<file path="src/rtl/gpio_bank_pkg.sv">
package gpio_bank_pkg;
  typedef enum logic [2:0] {
    GRP_OWN = 3'd0,
    GRP_DRV = 3'd1,
    GRP_LVL = 3'd2,
    GRP_IN  = 3'd3
  } grp_e;

  localparam int unsigned GRP_LSB   = 4;
  localparam int unsigned GRP_W     = 3;
  localparam int unsigned PORT_LSB  = 2;
  localparam int unsigned ALIAS_BIT = 7;
endpackage

</file>
<file path="src/rtl/gpio_sync.sv">
module gpio_sync #(
  parameter int unsigned WIDTH = 32
) (
  input  logic             clk_i,
  input  logic             rst_ni,
  input  logic [WIDTH-1:0] d_i,
  output logic [WIDTH-1:0] q_o
);
  logic [WIDTH-1:0] s1_q, s2_q;
  always_ff @(posedge clk_i or negedge rst_ni) begin
    if (!rst_ni) begin
      s1_q <= '0;
      s2_q <= '0;
    end else begin
      s1_q <= d_i;
      s2_q <= s1_q;
    end
  end
  assign q_o = s2_q;
endmodule

</file>
<file path="src/rtl/gpio_port_regs.sv">
module gpio_port_regs #(
  parameter int unsigned PW = 8
) (
  input  logic          clk_i,
  input  logic          rst_ni,
  input  logic          masked_i,
  input  logic          wr_own_i,
  input  logic          wr_drv_i,
  input  logic          wr_lvl_i,
  input  logic [PW-1:0] val_i,
  input  logic [PW-1:0] en_i,
  output logic [PW-1:0] own_o,
  output logic [PW-1:0] drv_o,
  output logic [PW-1:0] lvl_o
);
  logic [PW-1:0] own_q, drv_q, lvl_q;

  function automatic logic [PW-1:0] merge(logic [PW-1:0] old, logic [PW-1:0] v,
                                          logic [PW-1:0] en, logic m);
    return m ? ((old & ~en) | (v & en)) : v;
  endfunction

  always_ff @(posedge clk_i or negedge rst_ni) begin
    if (!rst_ni) begin
      own_q <= '0;
      drv_q <= '0;
      lvl_q <= '0;
    end else begin
      if (wr_own_i) own_q <= merge(own_q, val_i, en_i, masked_i);
      if (wr_drv_i) drv_q <= merge(drv_q, val_i, en_i, masked_i);
      if (wr_lvl_i) lvl_q <= merge(lvl_q, val_i, en_i, masked_i);
    end
  end

  assign own_o = own_q;
  assign drv_o = drv_q;
  assign lvl_o = lvl_q;
endmodule

</file>
<file path="src/rtl/gpio_pad_mux.sv">
module gpio_pad_mux #(
  parameter int unsigned WIDTH = 32
) (
  input  logic [WIDTH-1:0] own_i,
  input  logic [WIDTH-1:0] drv_i,
  input  logic [WIDTH-1:0] lvl_i,
  input  logic [WIDTH-1:0] alt_out_i,
  input  logic [WIDTH-1:0] alt_oe_i,
  output logic [WIDTH-1:0] pad_o,
  output logic [WIDTH-1:0] pad_oe_o
);
  for (genvar i = 0; i < WIDTH; i++) begin : g_pin
    assign pad_o[i]    = own_i[i] ? lvl_i[i] : alt_out_i[i];
    assign pad_oe_o[i] = own_i[i] ? drv_i[i] : alt_oe_i[i];
  end
endmodule

</file>
<file path="src/rtl/gpio_bank.sv">
module gpio_bank
  import gpio_bank_pkg::*;
#(
  parameter int unsigned NUM_PORTS = 4,
  parameter int unsigned PORT_W    = 8,
  parameter int unsigned ADDR_W    = 8,
  parameter int unsigned DATA_W    = 32
) (
  input  logic                          clk_i,
  input  logic                          rst_ni,
  input  logic [ADDR_W-1:0]             addr_i,
  input  logic [DATA_W-1:0]             wdata_i,
  input  logic                          we_i,
  output logic [DATA_W-1:0]             rdata_o,
  input  logic [NUM_PORTS*PORT_W-1:0]   pad_i,
  output logic [NUM_PORTS*PORT_W-1:0]   pad_o,
  output logic [NUM_PORTS*PORT_W-1:0]   pad_oe_o,
  input  logic [NUM_PORTS*PORT_W-1:0]   alt_out_i,
  input  logic [NUM_PORTS*PORT_W-1:0]   alt_oe_i
);
  localparam int unsigned NPIN   = NUM_PORTS * PORT_W;
  localparam int unsigned PSEL_W = (NUM_PORTS > 1) ? $clog2(NUM_PORTS) : 1;

  logic [NPIN-1:0]   own_q, drv_q, lvl_q, in_q;
  logic              alias_hit, aligned;
  logic [GRP_W-1:0]  grp;
  logic [PSEL_W-1:0] port_sel;
  logic [PORT_W-1:0] wval, wen;

  assign alias_hit = addr_i[ALIAS_BIT];
  assign aligned   = (addr_i[PORT_LSB-1:0] == '0);
  assign grp       = addr_i[GRP_LSB +: GRP_W];
  assign port_sel  = addr_i[PORT_LSB +: PSEL_W];
  assign wval      = wdata_i[PORT_W-1:0];
  assign wen       = wdata_i[2*PORT_W-1:PORT_W];

  gpio_sync #(.WIDTH(NPIN)) u_sync (
    .clk_i(clk_i), .rst_ni(rst_ni), .d_i(pad_i), .q_o(in_q)
  );

  for (genvar p = 0; p < NUM_PORTS; p++) begin : g_port
    logic hit;
    assign hit = we_i && aligned && (port_sel == PSEL_W'(p));
    gpio_port_regs #(.PW(PORT_W)) u_regs (
      .clk_i   (clk_i),
      .rst_ni  (rst_ni),
      .masked_i(alias_hit),
      .wr_own_i(hit && (grp == GRP_W'(GRP_OWN))),
      .wr_drv_i(hit && (grp == GRP_W'(GRP_DRV))),
      .wr_lvl_i(hit && (grp == GRP_W'(GRP_LVL))),
      .val_i   (wval),
      .en_i    (wen),
      .own_o   (own_q[p*PORT_W +: PORT_W]),
      .drv_o   (drv_q[p*PORT_W +: PORT_W]),
      .lvl_o   (lvl_q[p*PORT_W +: PORT_W])
    );
  end

  // alias addresses are write-only; reads there decode as unmapped
  always_comb begin
    rdata_o = '0;
    if (!alias_hit && aligned) begin
      unique case (grp)
        GRP_W'(GRP_OWN): rdata_o[PORT_W-1:0] = own_q[port_sel*PORT_W +: PORT_W];
        GRP_W'(GRP_DRV): rdata_o[PORT_W-1:0] = drv_q[port_sel*PORT_W +: PORT_W];
        GRP_W'(GRP_LVL): rdata_o[PORT_W-1:0] = lvl_q[port_sel*PORT_W +: PORT_W];
        GRP_W'(GRP_IN):  rdata_o[PORT_W-1:0] = in_q[port_sel*PORT_W +: PORT_W];
        default:         rdata_o = '0;
      endcase
    end
  end

  gpio_pad_mux #(.WIDTH(NPIN)) u_mux (
    .own_i(own_q), .drv_i(drv_q), .lvl_i(lvl_q),
    .alt_out_i(alt_out_i), .alt_oe_i(alt_oe_i),
    .pad_o(pad_o), .pad_oe_o(pad_oe_o)
  );
endmodule

</file>
<file path="config.mk">
export PLATFORM = sky130hd
export DESIGN_NAME = gpio_bank
export DESIGN_NICKNAME = d
export VERILOG_FILES = /design/src/rtl/gpio_bank_pkg.sv /design/src/rtl/gpio_sync.sv /design/src/rtl/gpio_port_regs.sv /design/src/rtl/gpio_pad_mux.sv /design/src/rtl/gpio_bank.sv
export SDC_FILE = /design/constraint.sdc
export NUM_CORES = 1
export LEC_CHECK = 0
export BUFFER_PORTS_ARGS = -buffer_cell sky130_fd_sc_hd__buf_2
export CORE_MARGIN = 1
export CORE_UTILIZATION = 50
export DETAILED_ROUTE_END_ITERATION = 8
export HOLD_SLACK_MARGIN = 0.15
export PLACE_DENSITY = 0.86
export SLEW_MARGIN = 20
export SYNTH_ARGS = -nofsm -noshare
export SYNTH_HDL_FRONTEND = slang
export SYNTH_SLANG_ARGS = --single-unit
</file>
<file path="constraint.sdc">
create_clock -name clk_i -period 5.4 [get_ports clk_i]
set_input_delay 1.08 -clock clk_i [delete_from_list [all_inputs] [get_ports clk_i]]
set_output_delay 1.08 -clock clk_i [all_outputs]
set_load 0.03 [all_outputs]
</file>
==> reports/results.ini, run 1 <==
[floorplan]
dieWidth_um = 128.3
coreArea_mm2 = 0.01537
rows = 45
die_area_mm2 = 0.01647
io-pin-count = 235
die_h_um = 128.3
start_util = 0.5193

[timing]
final_max_slew_viol_count = 0
relSlewSlack = 0.3220
setup_viol = 0
worstMarginPinSlew_ps = 1011
hold_viol = 0
clock_skew_ps = 6.920
post-route-period-util = 0.8221
rsz0062_at_grt = no
fin_tns_setup_ps = 0
post-route-min-period_ps = 4439
max_freq_mhz = 225.3

[grt]
grt_max_degree = 65
grt_first_pass_wirelength_um = 32530
grt_pass1_vias = 5864
gr-total-overflow = 0
track_usage = 0.2718
antenna_found_initial = 0

[hold_path]
worstHoldStart = u_sync.s1_q[21]
hold_path_depth = 0
holdPathEnd = u_sync.q_o[21]
hold_path.class = reg2reg

[worst_setup_path]
crit_chain = buf_2 > o21ba_2 > nor2_1 > a21oi_1 > o311ai_0 > a221oi_1 > buf_2
ff2ff_path_depth = 1
required_ps = 4320
end_kind = primary output
start_kind = input pin
worstPathArrival_ps = 3360
critPathKind = in2out
crit_path_frequent_cell = buf_2
slowest_stage = buf_2
critical-path-max-stage-delay_ps = 610
rrSetupSlack_ps = 4530
worst-path-max-fanout = 24

[power_and_ir_drop]
power.leakage_nw = 4.567
powerDensity_mw_per_mm2 = 312.8
peakVddDrop_mv = 0.2123

[clock_network]
htreeDepth = 4
clkLatencyLatePin_ps = 430
path_clk_slew_ps = 60
cts_tree = built
cts_hold_buf = 0
cts.sinks = 160
postCtsSetupBuffers = 0
cts.repair.resized = 0
clk_path_buf_depth = 2
cts_buffers = 17
cts_root_buf = clkbuf_16

[yosys]
yosysWarnings = 0
yosys-top-cells-area = dfrtp_1 (50%), mux2_2 (24%), nand2_1 (4.2%), buf_4 (3.1%), mux2i_1 (2.3%)
synthFlopType = dfrtp_1
synthCells = 676
synth_top_family_by_area = multiplexers
muxShareOfSynthArea = 0.2751
synth_area_leader_cell = dfrtp_1
synthSimpleGateAreaFrac = 0.1105
synthAdderAreaFrac = 0
synth-compound-area-share = 0.06349
synth_edf_count = 0
avgSynthCellArea_um2 = 11.81
ys_types = 49
synthesis.area_mm2 = 0.007981
synth_xor_area_frac = 0
async_flop_share = 1.000
synth-seq-cells = 160
synth_top_area_share = 0.5016
ys_seq_area_frac = 0.5016

[layout]
fin_area_mm2 = 0.009569
fillerInstances = 1194
area_growth_pct = 19.89
diodes = 0
fin_nets = 991
final_common_cell = buf_2
drive_above_1_share = 0.4890
layout_common_cells = buf_2 (193), mux2_2 (172), dfrtp_1 (160)

[place]
dpl.hpwl_um = 14710
portBuffers = 194
gp_congestion = 0.8868
placed_cell_area_mm2 = 0.008965

[drt]
routed_wl_um = 21830
first_iter_violations = 512
routed_via_density = 5.702
route.detailed.wl_per_inst_um = 20.29
num_vias = 6135
first_pass_iters = 5
ant_nets = 0
drc = 0

[flow_run]
max-cap-violations = 0

[run_status]
run_status = finished clean

through the flow:
| stage | util | cells | setup slack [ps] | hold slack [ps] | power (mW) |
|---|---|---|---|---|---|
| 3_3_place_gp | 0.5832 | 1044 | 1076 | 332.2 | 1.770 |
| 5_1_grt | 0.6225 | 1076 | 870.7 | 353.6 | 3.100 |
| 2_1_floorplan | - | 699 | 1518 | 331.2 | 1.653 |
| 3_5_place_dp | 0.5832 | 1044 | 1094 | 334.7 | 1.783 |
| 6_report | 0.6225 | 1076 | 960.6 | 344.0 | 2.993 |
| 4_1_cts | 0.6225 | 1076 | 1039 | 345.9 | 3.005 |
Yosys cell counts, drive strengths merged (2+ instances only):
master	instances
nor2b	10
mux2	173
o32ai	5
o21ai	18
mux2i	18
buf	41
a211oi	2
nor3	9
nor2	43
nor4b	5
nand2	90
dfrtp	160
o22a	4
o311ai	4
o2bb2ai	4
inv	4
a21oi	8
clkbuf	23
nand3	3
a31oi	2
a221oi	4
a211o	5
mux4	3
o22ai	10
nand2b	11
a2111oi	2
critical path: cells and delay by family:
family	cells	cell delay (ps)
AO/OA/AOI/OAI	4	1290
buffers and inverters	2	890
AND/OR/NAND/NOR	1	70
cells by family (layout without fill, tap and decap cells):
family / count (synthesis) / in the layout
buf+inv: 68 / 234
mux: 194 / 194
simple gates: 180 / 180
other cells: 1 / 24
compound gates: 73 / 73
flops: 160 / 160
how the worst max path moves through the flow:
stage | start | endpoint | cells past startpoint
after detailed placement | addr_i[4] | rdata_o[2] | 7
after global placement | addr_i[4] | rdata_o[0] | 7
after CTS | addr_i[4] | rdata_o[1] | 7
after global routing | addr_i[4] | rdata_o[1] | 7
after floorplan | addr_i[4] | rdata_o[4] | 7
final | addr_i[4] | rdata_o[1] | 7
where the power goes:
part / leakage, nW / internal [mW] / switching [mW]
registers: 2.06 / 1.27 / 0.0596
logic: 2.22 / 0.176 / 0.258
clock network: 0.289 / 0.714 / 0.512
layout make-up:
| class | instances | area (um2) | share of cell area |
|---|---|---|---|
| multi-input combinational | 471 | 3675 | 0.3840 |
| clock buffer | 19 | 452.9 | 0.04733 |
| inverter | 4 | 15.01 | 0.001569 |
| clock inverter | 13 | 151.4 | 0.01582 |
| tap | 211 | 264.0 | 0.02759 |
| timing repair buffer | 198 | 1007 | 0.1053 |
| sequential | 160 | 4004 | 0.4184 |
metal layers:
metal / wire length (um) / part of all wire / track usage
met4: 754 / 0.035 / 0.1336
met1: 8887 / 0.41 / 0.3549
met5: 0 / 0 / 0
met2: 10550 / 0.48 / 0.4413
met3: 1633 / 0.075 / 0.04574
Note: power is estimated with default switching activity, not from simulation.
==> inputs of run 2 (changes only) <==
--- a/config.mk
+++ b/config.mk
@@ -5,6 +5,7 @@
 export SDC_FILE = /design/constraint.sdc
 export NUM_CORES = 1
 export LEC_CHECK = 0
+export ABC_AREA = 1
 export BUFFER_PORTS_ARGS = -buffer_cell sky130_fd_sc_hd__buf_2
 export CORE_MARGIN = 1
 export CORE_UTILIZATION = 50
==> constraint.sdc (replaced) <==
create_clock -name clk_i -period 4.3 [get_ports clk_i]
set_input_delay 0.86 -clock clk_i [delete_from_list [all_inputs] [get_ports clk_i]]
set_output_delay 0.86 -clock clk_i [all_outputs]
set_load 0.03 [all_outputs]
==> run 2 against run 1 <==
Global-route usage up 2.0 points. Largest power group unchanged. Synthesized cell count rose by 55%. Combinational power increased by 28%. Cell count increased by 35%. Critical path type unchanged. Clock power up 28%. Wire length rose by 5.4%. Synthesized area is 0.24% lower. Utilization increased by 0.33 points. Sequential power rose by 25%. Total power grew 27%.
==> reports/results.ini, run 2 <==
[run_status]
run_status = finished clean

[layout]
fin_nets = 1369  ; +38%
diodes = 0  ; unchanged
final_common_cell = nand2_1
area_growth_pct = 20.82
drive_above_1_share = 0.2188  ; -0.2702
layout_common_cells = nand2_1 (516), buf_2 (193), dfrtp_1 (160)

[clock_network]
cts_tree = built
htreeDepth = 4  ; unchanged
cts.sinks = 160  ; unchanged
cts_hold_buf = 0  ; unchanged
clkLatencyLatePin_ps = 430  ; about the same
cts_buffers = 17  ; unchanged
path_clk_slew_ps = 70  ; about the same
cts.repair.resized = 0  ; unchanged
cts_root_buf = clkbuf_16
postCtsSetupBuffers = 0  ; unchanged
clk_path_buf_depth = 2  ; unchanged

[worst_setup_path]
critical-path-max-stage-delay_ps = 360  ; -250 ps
worst-path-stages = 11  ; +4
worstPathArrival_ps = 2740  ; -620 ps
cp.buffers_inverters = 3  ; +1
crit_path_frequent_cell = nand2_1
critPathKind = in2out
worst-path-max-fanout = 25  ; +4.2%
slowest_stage = nor2_8
required_ps = 3440  ; -880 ps
end_kind = primary output
ff2ff_path_depth = 2  ; +1
rrSetupSlack_ps = 3570  ; -960 ps
cpLargestDelayFamily = simple AND/OR/NAND/NOR gates
crit_chain = buf_2 > inv_4 > nand2_4 > nor2_8 > nand2_1 > nand3_1 > nand2_1 > nand2_1 > nand2_1 > nor2_1 > buf_2
start_kind = input pin

[yosys]
synthFlopType = dfrtp_1
ys_top_cells_by_count = nand2_1 (516), dfrtp_1 (160), o21ai_1 (74)
synth_edf_count = 0  ; unchanged
async_flop_share = 1.000  ; unchanged
avgSynthCellArea_um2 = 7.620  ; -35%
synth_area_leader_cell = dfrtp_1
synth-seq-cells = 160  ; unchanged
yosys-top-cells-area = dfrtp_1 (50%), nand2_1 (24%), o21ai_1 (4.7%), nand3_1 (3.5%), buf_4 (2.5%)
yosysWarnings = 0  ; unchanged
synthCells = 1045  ; +55%
synth_most_common_cell = nand2_1
synth_top_area_share = 0.5028  ; +0.001182
ys_types = 28  ; -43%
synthesis.area_mm2 = 0.007963  ; -0.24%
ys_seq_area_frac = 0.5028  ; +0.001182

[drt]
routed_wl_um = 23000  ; +5.4%
wl_met3_um = 1812  ; +11%
route.detailed.wl_per_inst_um = 15.82  ; -22%
routed_via_density = 5.283  ; -7.3%
route.met2.wl_um = 11200  ; +6.2%
drt-met1-wl_um = 9217  ; +3.7%
first_iter_violations = 697  ; +36%
highest_layer = met4
num_vias = 7681  ; +25%
first_pass_iters = 7  ; +2
ant_nets = 0  ; unchanged
drc = 0  ; unchanged

[grt]
grt_pass1_vias = 7510  ; +28%
antenna_found_initial = 0  ; unchanged
gr-total-overflow = 0  ; unchanged
grt_max_degree = 110  ; +69%
grt_first_pass_wirelength_um = 36600  ; +13%
track_usage = 0.2918  ; +0.02003

[floorplan]
rows = 45  ; unchanged
io-pin-count = 235  ; unchanged
coreArea_mm2 = 0.01537  ; unchanged
dieWidth_um = 128.2  ; -0.12%
start_util = 0.5180  ; -0.001221
die_h_um = 128.2  ; -0.12%
die_area_mm2 = 0.01643  ; -0.23%

[hold_path]
hold_path.class = reg2reg
hold_path_depth = 0  ; unchanged

[timing]
hold_viol = 0  ; unchanged
rsz0062_at_grt = no
post-route-min-period_ps = 3597
worstMarginPinSlew_ps = 994.9  ; -16.48 ps
setup_viol = 0  ; unchanged
max_freq_mhz = 278.0
clock_skew_ps = 6.441  ; -0.4792 ps
post-route-period-util = 0.8364
final_max_slew_viol_count = 0  ; unchanged
fin_tns_setup_ps = 0  ; unchanged
relSlewSlack = 0.3367  ; +0.01466
whs_ps = 348.5  ; +4.594 ps

[power_and_ir_drop]
power.leakage_nw = 4.871  ; +6.7%
peakVddDrop_mv = 0.2788  ; +31%
powerDensity_mw_per_mm2 = 394.8  ; +26%

[place]
gp_congestion = 0.8484  ; -4.3%
dpl.hpwl_um = 15940  ; +8.4%
portBuffers = 194  ; unchanged

[flow_run]
max-cap-violations = 0  ; unchanged

==> run 2: cell count changes in the layout (fill, tap and decap cells not counted), sizes merged, moves of 8 or more <==
cell / before / now
o22ai: 10 / 0
inv: 9 / 57
nand2: 90 / 522
nor2b: 10 / 0
nand2b: 11 / 0
or2: 1 / 9
nor2: 43 / 35
o21ai: 18 / 115
nand4: 1 / 14
nor3: 9 / 1
mux2: 173 / 0
nand3: 3 / 57
mux2i: 18 / 0
==> run 2: cells by family (layout without fill, tap and decap cells) <==
| kind of cell | after synthesis | count (layout) | share of synthesized area |
|---|---|---|---|
| AND/OR/NAND/NOR | 644 | 644 | 0.3462 |
| AO/OA/AOI/OAI | 127 | 127 | 0.08030 |
| other | 1 | 24 | 0.0004709 |
| buffers and inverters | 113 | 288 | 0.07024 |
| flip-flops | 160 | 160 | 0.5028 |
==> run 2: metal layers <==
| metal | up-vias | track usage |
|---|---|---|
| met1 | 3546 | 0.3632 |
| met3 | 87 | 0.05718 |
| met5 | - | 0 |
| li1 | 3629 | - |
| met2 | 419 | 0.4897 |
| met4 | 0 | 0.1356 |
==> run 2: worst paths after layout <==
path / startpoint / endpoint
max: addr_i[6] / rdata_o[3]
min: u_sync.s1_q[26] / u_sync.q_o[26]
max reg2reg: flip-flop / flip-flop
min reg2reg: u_sync.s1_q[26] / u_sync.q_o[26]
max in group asynchronous: rst_ni / asynchronous set/reset pin
min in group asynchronous: rst_ni / u_sync.s1_q[14]
==> run 2: through the flow <==
stage / utilization / power [mW] / setup slack, ps / instance area, um2 / std cells
CTS: 0.6259 / 3.800 / 772.2 / 9620 / 1454
global placement: 0.5860 / 2.220 / 788.1 / 9007 / 1422
detailed placement: 0.5860 / 2.238 / 788.9 / 9007 / 1422
floorplan: - / 2.047 / 1308 / 8049 / 1068
global route: 0.6259 / 3.936 / 619.9 / 9620 / 1454
finish: 0.6259 / 3.798 / 703.3 / 9620 / 1454
==> run 2: layout make-up <==
type | instances | area (um2)
clock buffers | 20 | 456.7
clock inverters | 12 | 156.4
fillers | 1328 | 5751
inverters | 55 | 211.5
multi-input cells | 795 | 3486
flip-flops and latches | 160 | 4004
well taps | 211 | 264.0
repair buffers | 201 | 1042
==> run 2: where the power goes <==
group          internal [mW]  total, mW  switching, mW
clock network          0.947       1.58          0.632
logic                  0.166      0.555          0.389
registers               1.60       1.66         0.0661
==> inputs of run 3 (changes only) <==
--- a/config.mk
+++ b/config.mk
@@ -8,10 +8,10 @@
 export ABC_AREA = 1
 export BUFFER_PORTS_ARGS = -buffer_cell sky130_fd_sc_hd__buf_2
 export CORE_MARGIN = 1
-export CORE_UTILIZATION = 50
+export CORE_UTILIZATION = 47
 export DETAILED_ROUTE_END_ITERATION = 8
 export HOLD_SLACK_MARGIN = 0.15
-export PLACE_DENSITY = 0.86
+export PLACE_DENSITY = 0.85
 export SLEW_MARGIN = 20
 export SYNTH_ARGS = -nofsm -noshare
 export SYNTH_HDL_FRONTEND = slang
==> constraint.sdc (replaced) <==
create_clock -name clk_i -period 3 [get_ports clk_i]
set_input_delay 0.6 -clock clk_i [delete_from_list [all_inputs] [get_ports clk_i]]
set_output_delay 0.6 -clock clk_i [all_outputs]
set_load 0.03 [all_outputs]
==> run 3 against run 2 <==
Utilization down 4.5 points. Sequential power grew 43%. Worst setup slack worse by 550 ps. Largest power group unchanged. Critical endpoint is now rdata_o[2]. Die area up 6.3%. Clock-buffer cell count is 3 higher. Largest cell class unchanged. Design area up 0.10%.
==> reports/results.ini, run 3 (synthesized netlist as in run 2, its figures left out) <==
[layout]
layout.cells.non_filler = 1471  ; +1.2%
drive_above_1_share = 0.2198  ; +0.0009987
fin_nets = 1377  ; +0.58%
fillerInstances = 1461  ; +10%
layout_common_cells = nand2_1 (516), buf_2 (193), dfrtp_1 (160)
area_growth_pct = 20.95
diodes = 0  ; unchanged
final_common_cell = nand2_1

[floorplan]
start_util = 0.4802  ; -0.03787
io-pin-count = 235  ; unchanged
rows = 47  ; +4.4%
dieWidth_um = 132.2  ; +3.1%
coreArea_mm2 = 0.01658  ; +7.9%
die_area_mm2 = 0.01747  ; +6.3%
die_h_um = 132.2  ; +3.1%

[place]
dpl.hpwl_um = 16040  ; +0.62%
gp_congestion = 0.8949  ; +5.5%
portBuffers = 194  ; unchanged
placedCellCount = 1438  ; +1.1%

[timing]
setup_viol = 0  ; unchanged
clock_skew_ps = 6.537  ; +0.09631 ps
rsz0062_at_grt = no
hold_viol = 0  ; unchanged
post-route-min-period_ps = 2849
max_freq_mhz = 351.1
final_max_slew_viol_count = 0  ; unchanged
post-route-period-util = 0.9495
fin_tns_setup_ps = 0  ; unchanged

[drt]
routed_wl_um = 22810  ; -0.81%
route.detailed.wl_per_inst_um = 15.51  ; -2.0%
first_iter_violations = 861  ; +24%
num_vias = 7608  ; -0.95%
routed_via_density = 5.172  ; -2.1%
ant_nets = 0  ; unchanged
first_pass_iters = 6  ; -1
drc = 0  ; unchanged

[worst_setup_path]
start_kind = input pin
cp-endpoint = rdata_o[2]
crit_chain = buf_2 > inv_4 > nand2_4 > nor2_8 > nand2_1 > nand3_1 > nand2_1 > nand2_1 > nand2_1 > nor2_1 > buf_2
required_ps = 2400  ; -1040 ps
crit_path_frequent_cell = nand2_1
worst-path-stages = 11  ; unchanged
ff2ff_path_depth = 2  ; unchanged
worstPathArrival_ps = 2250  ; -490 ps
crit_start = addr_i[6]
rrSetupSlack_ps = 2260  ; -1310 ps
worst-path-max-fanout = 17  ; -32%
cpLargestDelayFamily = simple AND/OR/NAND/NOR gates
slowest_stage = nor2_8
critical-path-max-stage-delay_ps = 350  ; about the same
critPathKind = in2out
end_kind = primary output
cp.buffers_inverters = 3  ; unchanged

[hold_path]
hold_path.class = in2reg
worstHoldStart = pad_i[4]

[power_and_ir_drop]
powerDensity_mw_per_mm2 = 539.5  ; +37%
peakVddDrop_mv = 0.4253  ; +53%
power.leakage_nw = 4.869  ; about the same

[grt]
grt_pass1_vias = 7162  ; -4.6%
grt_first_pass_wirelength_um = 36200  ; -1.1%
track_usage = 0.2718  ; -0.01996
grt_max_degree = 74  ; -33%
antenna_found_initial = 0  ; unchanged
gr-total-overflow = 0  ; unchanged

[clock_network]
clk_path_buf_depth = 2  ; unchanged
cts.sinks = 160  ; unchanged
htreeDepth = 4  ; unchanged
clkLatencyLatePin_ps = 430  ; about the same
postCtsSetupBuffers = 0  ; unchanged
cts_buffers = 17  ; unchanged
cts_tree = built
cts_root_buf = clkbuf_16
path_clk_slew_ps = 60  ; about the same

[flow_run]
max-cap-violations = 0  ; unchanged

[run_status]
run_status = finished clean

[run 3: cell types whose count changed in the layout (fill, tap and decap cells not counted)]
| cell | delta |
|---|---|
| clkbuf_8 | -1 |
| nor2_2 | -1 |
| dlygate4sd3_1 | +1 |
| clkbuf_1 | +4 |
| nor2_4 | +1 |
| bufinv_16 | -2 |
| clkinvlp_4 | +1 |
| inv_6 | -2 |
| buf_4 | +7 |
[run 3: how the worst min path moves through the flow]
stage | slack, ps | to | cells past startpoint
after floorplan | 300 | asynchronous set/reset pin | 0
after global placement | 330 | u_sync.q_o[15] | 0
after detailed placement | 330 | u_sync.q_o[25] | 0
after CTS | 270 | u_sync.s1_q[5] | 1
after global routing | 260 | u_sync.s1_q[30] | 1
final | 270 | u_sync.s1_q[4] | 1
[run 3: layout make-up]
cell class	instances	area [um2]	area share
clock buffers	23	457.9	0.04755
multi-input cells	795	3491	0.3625
repair buffers	209	1105	0.1147
flip-flops and latches	160	4004	0.4157
clock inverters	9	86.33	0.008965
well taps	220	275.3	0.02858
inverters	55	211.5	0.02196
[run 3: metrics by stage]
stage	hold WS (ps)	power (mW)	area, um2	util	setup slack [ps]
after detailed placement	334.7	3.215	9071	0.5470	198.2
after CTS	265.2	5.213	9625	0.5804	192.2
after global routing	259.2	5.413	9630	0.5807	15.40
final	274.3	5.195	9630	0.5807	151.5
after global placement	332.7	3.195	9071	0.5470	215.1
after floorplan	304.4	2.934	8049	-	527.9
[run 3: where the power goes]
group          leakage, nW  switching, mW  total, mW  internal, mW
clock                0.261          0.846       2.01          1.16
sequential            2.03         0.0915       2.38          2.29
combinational         2.58          0.562      0.808         0.246
total                 4.87           1.50       5.20          3.70
[run 3: timing repair]
item | in CTS | in global routing
hold buffers | 1 | 0
hold endpoints to repair | 50 | 0
gates resized for setup | 0 | 1
endpoints found under the setup margin | 0 | 1
[run 3: per-layer routing]
metal | track usage | part of all wire | vias to the layer above
met5 | 0 | 0 | -
met4 | 0.1111 | 0.030 | 0
met3 | 0.07382 | 0.098 | 65
met2 | 0.4265 | 0.47 | 429
met1 | 0.3568 | 0.41 | 3455
li1 | - | - | 3659
[run 3: worst reg2reg max path: cells and delay by family, from the launching register on]
kind,cells,cell delay (ps)
compound gates,1,80
buf+inv,1,150
flops,1,390
